--- config.mk ---
export PLATFORM = sky130hd
export DESIGN_NAME = nand_op_seq
export DESIGN_NICKNAME = d
export VERILOG_FILES = /design/src/rtl/nand_seq_pkg.sv /design/src/rtl/nand_strobe_timer.sv /design/src/rtl/nand_ready_gate.sv /design/src/rtl/nand_addr_shifter.sv /design/src/rtl/nand_op_seq.sv
export SDC_FILE = /design/constraint.sdc
export NUM_CORES = 1
export LEC_CHECK = 0
export BUFFER_PORTS_ARGS = -buffer_cell sky130_fd_sc_hd__buf_2
export CORE_UTILIZATION = 35
export DETAILED_ROUTE_END_ITERATION = 7
export PLACE_DENSITY = 0.63
export SLEW_MARGIN = 10
export SYNTH_ARGS = -nofsm -noshare
export SYNTH_HDL_FRONTEND = slang
export SYNTH_SLANG_ARGS = --single-unit
--- constraint.sdc ---
create_clock -name clk -period 2 [get_ports clk]
set_input_delay 0.4 -clock clk [delete_from_list [all_inputs] [get_ports clk]]
set_output_delay 0.4 -clock clk [all_outputs]
set_load 0.01 [all_outputs]
--- src/rtl/nand_seq_pkg.sv ---
package nand_seq_pkg;

    localparam int BYTE_W    = 8;
    localparam int ADDR_MAXB = 5;

    typedef enum logic [2:0] {
        ST_IDLE,
        ST_CMD1,
        ST_ADDR,
        ST_CMD2,
        ST_RDY_PRE,
        ST_DATA,
        ST_RDY_END
    } seq_state_e;

    // phase that follows the address phase (or its absence)
    function automatic seq_state_e after_addr_phase(input logic wr,
                                                    input logic en2,
                                                    input logic has_data);
        if (wr)
            return has_data ? ST_DATA : (en2 ? ST_CMD2 : ST_RDY_END);
        else
            return en2 ? ST_CMD2 : (has_data ? ST_DATA : ST_RDY_END);
    endfunction

    function automatic seq_state_e after_cmd2_phase(input logic wr,
                                                    input logic has_data);
        if (!wr && has_data)
            return ST_RDY_PRE;
        return ST_RDY_END;
    endfunction

    function automatic seq_state_e after_data_phase(input logic wr,
                                                    input logic en2);
        if (wr && en2)
            return ST_CMD2;
        return ST_RDY_END;
    endfunction

endpackage

--- src/rtl/nand_strobe_timer.sv ---
module nand_strobe_timer #(
    parameter int PULSE_CYC = 2
) (
    input  logic clk,
    input  logic rst_n,
    input  logic run,
    output logic at_start,
    output logic strobe_low,
    output logic sample,
    output logic fin
);
    localparam int PERIOD = 2 * PULSE_CYC;
    localparam int TW     = (PERIOD > 2) ? $clog2(PERIOD) : 1;

    logic [TW-1:0] cnt;

    always_ff @(posedge clk or negedge rst_n) begin
        if (!rst_n)
            cnt <= '0;
        else if (!run)
            cnt <= '0;
        else if (cnt == TW'(PERIOD - 1))
            cnt <= '0;
        else
            cnt <= cnt + 1'b1;
    end

    assign at_start   = (cnt == '0);
    assign strobe_low = run && (cnt < TW'(PULSE_CYC));
    assign sample     = run && (cnt == TW'(PULSE_CYC - 1));
    assign fin        = run && (cnt == TW'(PERIOD - 1));

endmodule

--- src/rtl/nand_ready_gate.sv ---
module nand_ready_gate #(
    parameter int BUSY_DLY = 3
) (
    input  logic clk,
    input  logic rst_n,
    input  logic run,
    input  logic rb_n,
    output logic ok
);
    localparam int DW = $clog2(BUSY_DLY + 1);

    logic [DW-1:0] cnt;

    always_ff @(posedge clk or negedge rst_n) begin
        if (!rst_n)
            cnt <= '0;
        else if (!run)
            cnt <= '0;
        else if (cnt != DW'(BUSY_DLY))
            cnt <= cnt + 1'b1;
    end

    assign ok = run && (cnt == DW'(BUSY_DLY)) && rb_n;

endmodule

--- src/rtl/nand_addr_shifter.sv ---
module nand_addr_shifter
    import nand_seq_pkg::*;
(
    input  logic                        clk,
    input  logic                        rst_n,
    input  logic                        load,
    input  logic                        shift,
    input  logic [ADDR_MAXB*BYTE_W-1:0] din,
    output logic [BYTE_W-1:0]           dout
);
    localparam int SW = ADDR_MAXB * BYTE_W;

    logic [SW-1:0] sh;

    always_ff @(posedge clk or negedge rst_n) begin
        if (!rst_n)
            sh <= '0;
        else if (load)
            sh <= din;
        else if (shift)
            sh <= {{BYTE_W{1'b0}}, sh[SW-1:BYTE_W]};
    end

    assign dout = sh[BYTE_W-1:0];

endmodule

--- src/rtl/nand_op_seq.sv ---
module nand_op_seq
    import nand_seq_pkg::*;
#(
    parameter int PULSE_CYC = 2,
    parameter int BUSY_DLY  = 3,
    parameter int CNT_W     = 12
) (
    input  logic              clk,
    input  logic              rst_n,
    input  logic              start,
    input  logic              done_clr,
    input  logic [15:0]       cmd_codes,
    input  logic              en_cmd1,
    input  logic              en_addr,
    input  logic              en_cmd2,
    input  logic              data_write,
    input  logic [2:0]        addr_cycles,
    input  logic              large_page,
    input  logic [31:0]       addr_word,
    input  logic [7:0]        addr_ext,
    input  logic [CNT_W-1:0]  data_count,
    input  logic              chip_en,
    output logic              done,
    output logic              nand_ce_n,
    output logic              nand_cle,
    output logic              nand_ale,
    output logic              nand_we_n,
    output logic              nand_re_n,
    output logic [7:0]        nand_dq_out,
    output logic              nand_dq_oe,
    input  logic [7:0]        nand_dq_in,
    input  logic              nand_rb_n,
    input  logic [7:0]        wf_rdata,
    input  logic              wf_empty,
    output logic              wf_pop,
    input  logic              rf_full,
    output logic              rf_push,
    output logic [7:0]        rf_wdata
);
    seq_state_e state, nxt;

    logic [BYTE_W-1:0] c_code1, c_code2, wbyte, adr_byte;
    logic              c_wr, c_en2;
    logic [2:0]        adr_left, n_cap;
    logic [CNT_W-1:0]  dat_left;
    logic              bus_state, stall, run;
    logic              at_start, strobe_low, sample, fin;
    logic              rdy_run, rdy_ok;
    logic              accept, drive_cycle;

    assign accept = (state == ST_IDLE) && start;

    // requested address count, capped by page mode
    always_comb begin
        n_cap = addr_cycles;
        if (large_page) begin
            if (addr_cycles > 3'd5) n_cap = 3'd5;
        end else if (addr_cycles > 3'd4) begin
            n_cap = 3'd4;
        end
    end

    assign bus_state = (state == ST_CMD1) || (state == ST_ADDR) ||
                       (state == ST_CMD2) || (state == ST_DATA);
    assign stall     = (state == ST_DATA) && at_start && (c_wr ? wf_empty : rf_full);
    assign run       = bus_state && !stall;
    assign rdy_run   = (state == ST_RDY_PRE) || (state == ST_RDY_END);

    nand_strobe_timer #(.PULSE_CYC(PULSE_CYC)) u_timer (
        .clk        (clk),
        .rst_n      (rst_n),
        .run        (run),
        .at_start   (at_start),
        .strobe_low (strobe_low),
        .sample     (sample),
        .fin        (fin)
    );

    nand_ready_gate #(.BUSY_DLY(BUSY_DLY)) u_ready (
        .clk   (clk),
        .rst_n (rst_n),
        .run   (rdy_run),
        .rb_n  (nand_rb_n),
        .ok    (rdy_ok)
    );

    nand_addr_shifter u_addr (
        .clk   (clk),
        .rst_n (rst_n),
        .load  (accept),
        .shift ((state == ST_ADDR) && fin),
        .din   ({addr_ext, addr_word}),
        .dout  (adr_byte)
    );

    // state register
    always_ff @(posedge clk or negedge rst_n) begin
        if (!rst_n)
            state <= ST_IDLE;
        else
            state <= nxt;
    end

    // next state
    always_comb begin
        nxt = state;
        unique case (state)
            ST_IDLE: begin
                if (start) begin
                    if (en_cmd1)
                        nxt = ST_CMD1;
                    else if (en_addr && (n_cap != 3'd0))
                        nxt = ST_ADDR;
                    else
                        nxt = after_addr_phase(data_write, en_cmd2, data_count != '0);
                end
            end
            ST_CMD1: begin
                if (fin)
                    nxt = (adr_left != 3'd0) ? ST_ADDR
                                             : after_addr_phase(c_wr, c_en2, dat_left != '0);
            end
            ST_ADDR: begin
                if (fin && (adr_left == 3'd1))
                    nxt = after_addr_phase(c_wr, c_en2, dat_left != '0);
            end
            ST_CMD2: begin
                if (fin)
                    nxt = after_cmd2_phase(c_wr, dat_left != '0);
            end
            ST_RDY_PRE: begin
                if (rdy_ok)
                    nxt = ST_DATA;
            end
            ST_DATA: begin
                if (fin && (dat_left == CNT_W'(1)))
                    nxt = after_data_phase(c_wr, c_en2);
            end
            ST_RDY_END: begin
                if (rdy_ok)
                    nxt = ST_IDLE;
            end
            default: nxt = ST_IDLE;
        endcase
    end

    // captured configuration, counters and done flag
    always_ff @(posedge clk or negedge rst_n) begin
        if (!rst_n) begin
            c_code1  <= '0;
            c_code2  <= '0;
            c_wr     <= 1'b0;
            c_en2    <= 1'b0;
            adr_left <= '0;
            dat_left <= '0;
            wbyte    <= '0;
            done     <= 1'b0;
        end else begin
            if (accept) begin
                c_code1  <= cmd_codes[7:0];
                c_code2  <= cmd_codes[15:8];
                c_wr     <= data_write;
                c_en2    <= en_cmd2;
                adr_left <= en_addr ? n_cap : 3'd0;
                dat_left <= data_count;
                done     <= 1'b0;
            end else begin
                if ((state == ST_RDY_END) && rdy_ok)
                    done <= 1'b1;
                else if (done_clr)
                    done <= 1'b0;
                if ((state == ST_ADDR) && fin)
                    adr_left <= adr_left - 1'b1;
                if ((state == ST_DATA) && fin)
                    dat_left <= dat_left - 1'b1;
            end
            if (wf_pop)
                wbyte <= wf_rdata;
        end
    end

    // bus and FIFO outputs
    always_comb begin
        nand_ce_n   = !chip_en;
        nand_cle    = (state == ST_CMD1) || (state == ST_CMD2);
        nand_ale    = (state == ST_ADDR);
        drive_cycle = nand_cle || nand_ale || ((state == ST_DATA) && c_wr);
        nand_dq_oe  = drive_cycle;
        nand_we_n   = !(strobe_low && drive_cycle);
        nand_re_n   = !(strobe_low && (state == ST_DATA) && !c_wr);
        nand_dq_out = '0;
        unique case (state)
            ST_CMD1: nand_dq_out = c_code1;
            ST_CMD2: nand_dq_out = c_code2;
            ST_ADDR: nand_dq_out = adr_byte;
            ST_DATA: nand_dq_out = c_wr ? (at_start ? wf_rdata : wbyte) : '0;
            default: nand_dq_out = '0;
        endcase
        wf_pop   = (state == ST_DATA) && c_wr && at_start && !wf_empty;
        rf_push  = (state == ST_DATA) && !c_wr && sample;
        rf_wdata = nand_dq_in;
    end

endmodule

==> results_dict.tcl <==
set metrics [dict create \
    final.hold.worst_slack_ns 0.241 \
    n_fill_cell 1289 \
    max-cap-violations 0 \
    starting_density_of_the_core 0.364 \
    insertedDiodeCount 0 \
    clock.fmax_ghz 0.425 \
    seq_total_area_yosys 0.456 \
    portBuffers 108 \
    failed_checks "setup timing" \
    grt_remaining_overflow 0 \
    clock_sink_total 89 \
    ys_seq_elements 89 \
    number_of_antenna_violations_at_the_first_check_in_global_routing 1 \
    routed-via-count 4231 \
    worst_slew_margin_rel 0.697 \
    grt_first_pass_wirelength_um 20900 \
    run_status "complete, but fails checks" \
    synth_warnings 0 \
    nNetsFinal 763 \
    mappedNetlistArea_um2 4880 \
    most_instantiated_library_cell_after_synthesis "sky130_fd_sc_hd__nand2_1" \
    post_route_cells_drive_above_1_share 0.367 \
    fp.coreArea_um2 13400 \
    dominant_synthesized_flop_cell "sky130_fd_sc_hd__dfrtp_1" \
    netlist.area_leader.share 0.456 \
    finalSetupViolCount 11 \
    nets_in_the_synthesized_netlist 624 \
    worst_clock_skew_on_the_final_layout_ns 0.00612 \
    multi_input_area_um2 2530 \
    report.power.total_mw 5.31 \
    clk_root_buffer_cell "sky130_fd_sc_hd__clkbuf_16" \
    synth_top_area_cell "sky130_fd_sc_hd__dfrtp_1" \
    power_leakage_nw 2.92 \
    first_global_vias 4310 \
    hold_depth 3 \
    routed-wl-met3_um 787 \
    drt_pre_antenna_iters 4 \
    dieArea_um2 14400 \
    rsz0062_at_grt "yes" \
    top_level_ports 125 \
    syn_inst 515 \
    clk_pin_slew_ns 0.07 \
    rr_worst_depth 6 \
    maximum_resistive_drop_on_vdd_mv 0.547 \
    number_of_enable_flip_flop_cells_after_synthesis 0 \
    final-hold-violation-count 0 \
    routedWlPerCell_um 15.4 \
    postRouteAntennaNets 0 \
    route.final.wire_length_um 12800 \
    num_rows 42 \
    dpl.hpwl_um 9310 \
    pwr_per_cell_area_nw_per_um2 830 \
    htree_levels 3 \
    grt_max_degree 54 \
    synth.distinct_cells 58 \
    floorplan.die.height_um 120 \
    report.final.slew_viol_count 0 \
    routed-wl-met2_um 6190 \
    hold_class "in -> reg" \
    post-route-worst-setup-slack_ns -0.355 \
    critical_path.startpoint_type "flop" \
    place_congestion 0.901 \
    remaining_design_rule_violation_count 0 \
    cts_max_path_buffers 2 \
    avgViaCountPerCell 5.07 \
    number_of_clock_buffers_inserted_by_tritoncts 9 \
    highest_routing_layer_actually_used "met5" \
    cts_tree "done" \
    drt-met1-wl_um 5640 \
    clock_latency_on_the_worst_skew_pair_ns 0.35 \
    critical_path_peak_fanout 3 \
    share_of_synthesized_flip_flops_with_an_asynchronous_set_or_reset 1.00 \
    share_of_the_core_filled_with_cells_in_the_final_layout 0.477 \
    flow.area_growth_from_synthesis_pct 31.0 \
    grtUsageTotal 0.187 \
    end_kind "output pin" \
    ff_latch_area_um2 2230 \
    critical_path_class "reg -> out" \
    synthesis.area_per_instance_um2 9.48 \
    die_x_um 120 \
    fin_crit_ns 2.35 \
    cp.required_ns 1.60 \
    totalNegativeSetupSlack_ns -1.60 \
    synthTopCellsByCount "sky130_fd_sc_hd__nand2_1, sky130_fd_sc_hd__dfrtp_1, sky130_fd_sc_hd__o21ai_0, sky130_fd_sc_hd__mux2i_1, sky130_fd_sc_hd__mux2_2" \
    worst_slew_pin_slew_ns 0.442 \
    ys_top_cells_by_area "sky130_fd_sc_hd__dfrtp_1, sky130_fd_sc_hd__mux2i_1, sky130_fd_sc_hd__nand2_1, sky130_fd_sc_hd__o21ai_0, sky130_fd_sc_hd__mux2_2" \
    drtIter0Drc 157 \
    fin_crit_sh 1.18 \
    critPathArrivalTime_ns 1.95 \
]
cell type report:
cell class              count  share of cell area
multi-input cells         372               0.395
clock inverters             6             0.00626
repair buffers            168               0.171
well taps                 176              0.0344
clock buffers              10              0.0373
inverters                  14             0.00821
flip-flops and latches     89               0.348
layer usage:
| layer | vias to the layer above | global-route usage |
|---|---|---|
| met5 | - | 0 |
| met4 | 2 | 0.0531 |
| met3 | 20 | 0.0490 |
| met2 | 129 | 0.306 |
| met1 | 1999 | 0.241 |
| li1 | 2081 | - |
through the flow:
step / std cells / area [um^2] / setup WS [ns]
2_1_floorplan: 515 / 4890 / -0.0847
3_3_place_gp: 809 / 5850 / -0.0931
3_5_place_dp: 809 / 5850 / -0.138
4_1_cts: 836 / 6370 / -0.371
5_1_grt: 835 / 6400 / -0.403
6_report: 835 / 6400 / -0.355
path summary, 6_finish.rpt:
| check | start | endpoint | slack [ns] |
|---|---|---|---|
| worst max-delay path | c_wr$_DFFE_PN0P_ | nand_re_n | -0.35 |
| worst min-delay path | cmd_codes[0] | c_code1[0]$_DFFE_PN0P_ | 0.24 |
| worst max register to register | dat_left[9]$_DFFE_PN0P_ | state[1]$_DFFE_PN0P_ | 0.08 |
| worst min register to register | c_code1[7]$_DFFE_PN0P_ | c_code1[7]$_DFFE_PN0P_ | 0.47 |
| max in group asynchronous | rst_n | c_code1[7]$_DFFE_PN0P_ | 0.91 |
| min in group asynchronous | rst_n | u_addr.sh[35]$_DFFE_PN0P_ | 0.48 |
where the power goes:
group          internal, mW  switching, mW  total (mW)  leakage (nW)
Combinational         0.895          0.762        1.66          1.59
Sequential             1.96         0.0911        2.05          1.19
Clock                 0.878          0.724        1.60         0.139
Total                  3.73           1.58        5.31          2.92
logic make-up (layout without fill, tap and decap cells):
logic type,count (synthesis),count (layout),synth area share
adders and majority gates,9,9,0.0231
DFF,89,89,0.456
buffers and inverters,54,198,0.0605
and+or+nand+nor,183,183,0.170
AOI/OAI and AO/OA,109,109,0.142
muxes,64,64,0.136
xor gates and xnor gates,7,7,0.0126
worst max-delay path, stage by stage (launching register included):
cell and delay, ns:
sky130_fd_sc_hd__dfrtp_1 0.40, sky130_fd_sc_hd__mux2_4 0.31, sky130_fd_sc_hd__and2_4 0.14, sky130_fd_sc_hd__o21ai_2 0.12, sky130_fd_sc_hd__o21ai_2 0.09, sky130_fd_sc_hd__or4_4 0.42
sky130_fd_sc_hd__buf_6 0.13
layout by cell type, fill, tap and decap left out, types with 3 or more instances in the layout:
| cell type | n |
|---|---|
| sky130_fd_sc_hd__nand2_1 | 113 |
| sky130_fd_sc_hd__buf_2 | 105 |
| sky130_fd_sc_hd__dfrtp_1 | 88 |
| sky130_fd_sc_hd__buf_4 | 53 |
| sky130_fd_sc_hd__o21ai_0 | 50 |
| sky130_fd_sc_hd__mux2i_1 | 43 |
| sky130_fd_sc_hd__mux2_2 | 13 |
| sky130_fd_sc_hd__a21oi_1 | 13 |
| sky130_fd_sc_hd__nor2_1 | 12 |
| sky130_fd_sc_hd__inv_1 | 11 |
| sky130_fd_sc_hd__o22ai_1 | 9 |
| sky130_fd_sc_hd__nor3_1 | 9 |
| sky130_fd_sc_hd__nand3_1 | 9 |
| sky130_fd_sc_hd__clkbuf_16 | 9 |
| sky130_fd_sc_hd__a22oi_2 | 8 |
| sky130_fd_sc_hd__mux2_4 | 7 |
| sky130_fd_sc_hd__ha_1 | 7 |
| sky130_fd_sc_hd__buf_12 | 6 |
| sky130_fd_sc_hd__nand2b_1 | 5 |
| sky130_fd_sc_hd__nor4_1 | 5 |
| sky130_fd_sc_hd__xor2_1 | 4 |
| sky130_fd_sc_hd__o21ai_2 | 3 |
| sky130_fd_sc_hd__nor2b_1 | 3 |
| sky130_fd_sc_hd__nand4_1 | 3 |
| sky130_fd_sc_hd__xnor2_1 | 3 |
| sky130_fd_sc_hd__nand4b_1 | 3 |
| sky130_fd_sc_hd__clkinv_2 | 3 |
flip-flops by register name, summed over array words and instances (netlist names):
| signal | count |
|---|---|
| adr_left | 3 |
| c_code2 | 8 |
| c_code1 | 8 |
| c_wr | 1 |
| wbyte | 8 |
| u_timer.cnt | 2 |
| u_addr.sh | 40 |
| done | 1 |
| c_en2 | 1 |
| state | 3 |
| u_ready.cnt | 2 |
| dat_left | 12 |
what timing repair did:
action | 4_1_cts | 5_1_grt
resized for setup | 32 | 11
pin swaps | 5 | 5
hold endpoints to repair | 21 | 0
hold buffers | 1 | 0
setup endpoints to repair | 16 | 67
buffers inserted | 10 | 0
No activity file was read; power rests on OpenSTA's default activity.
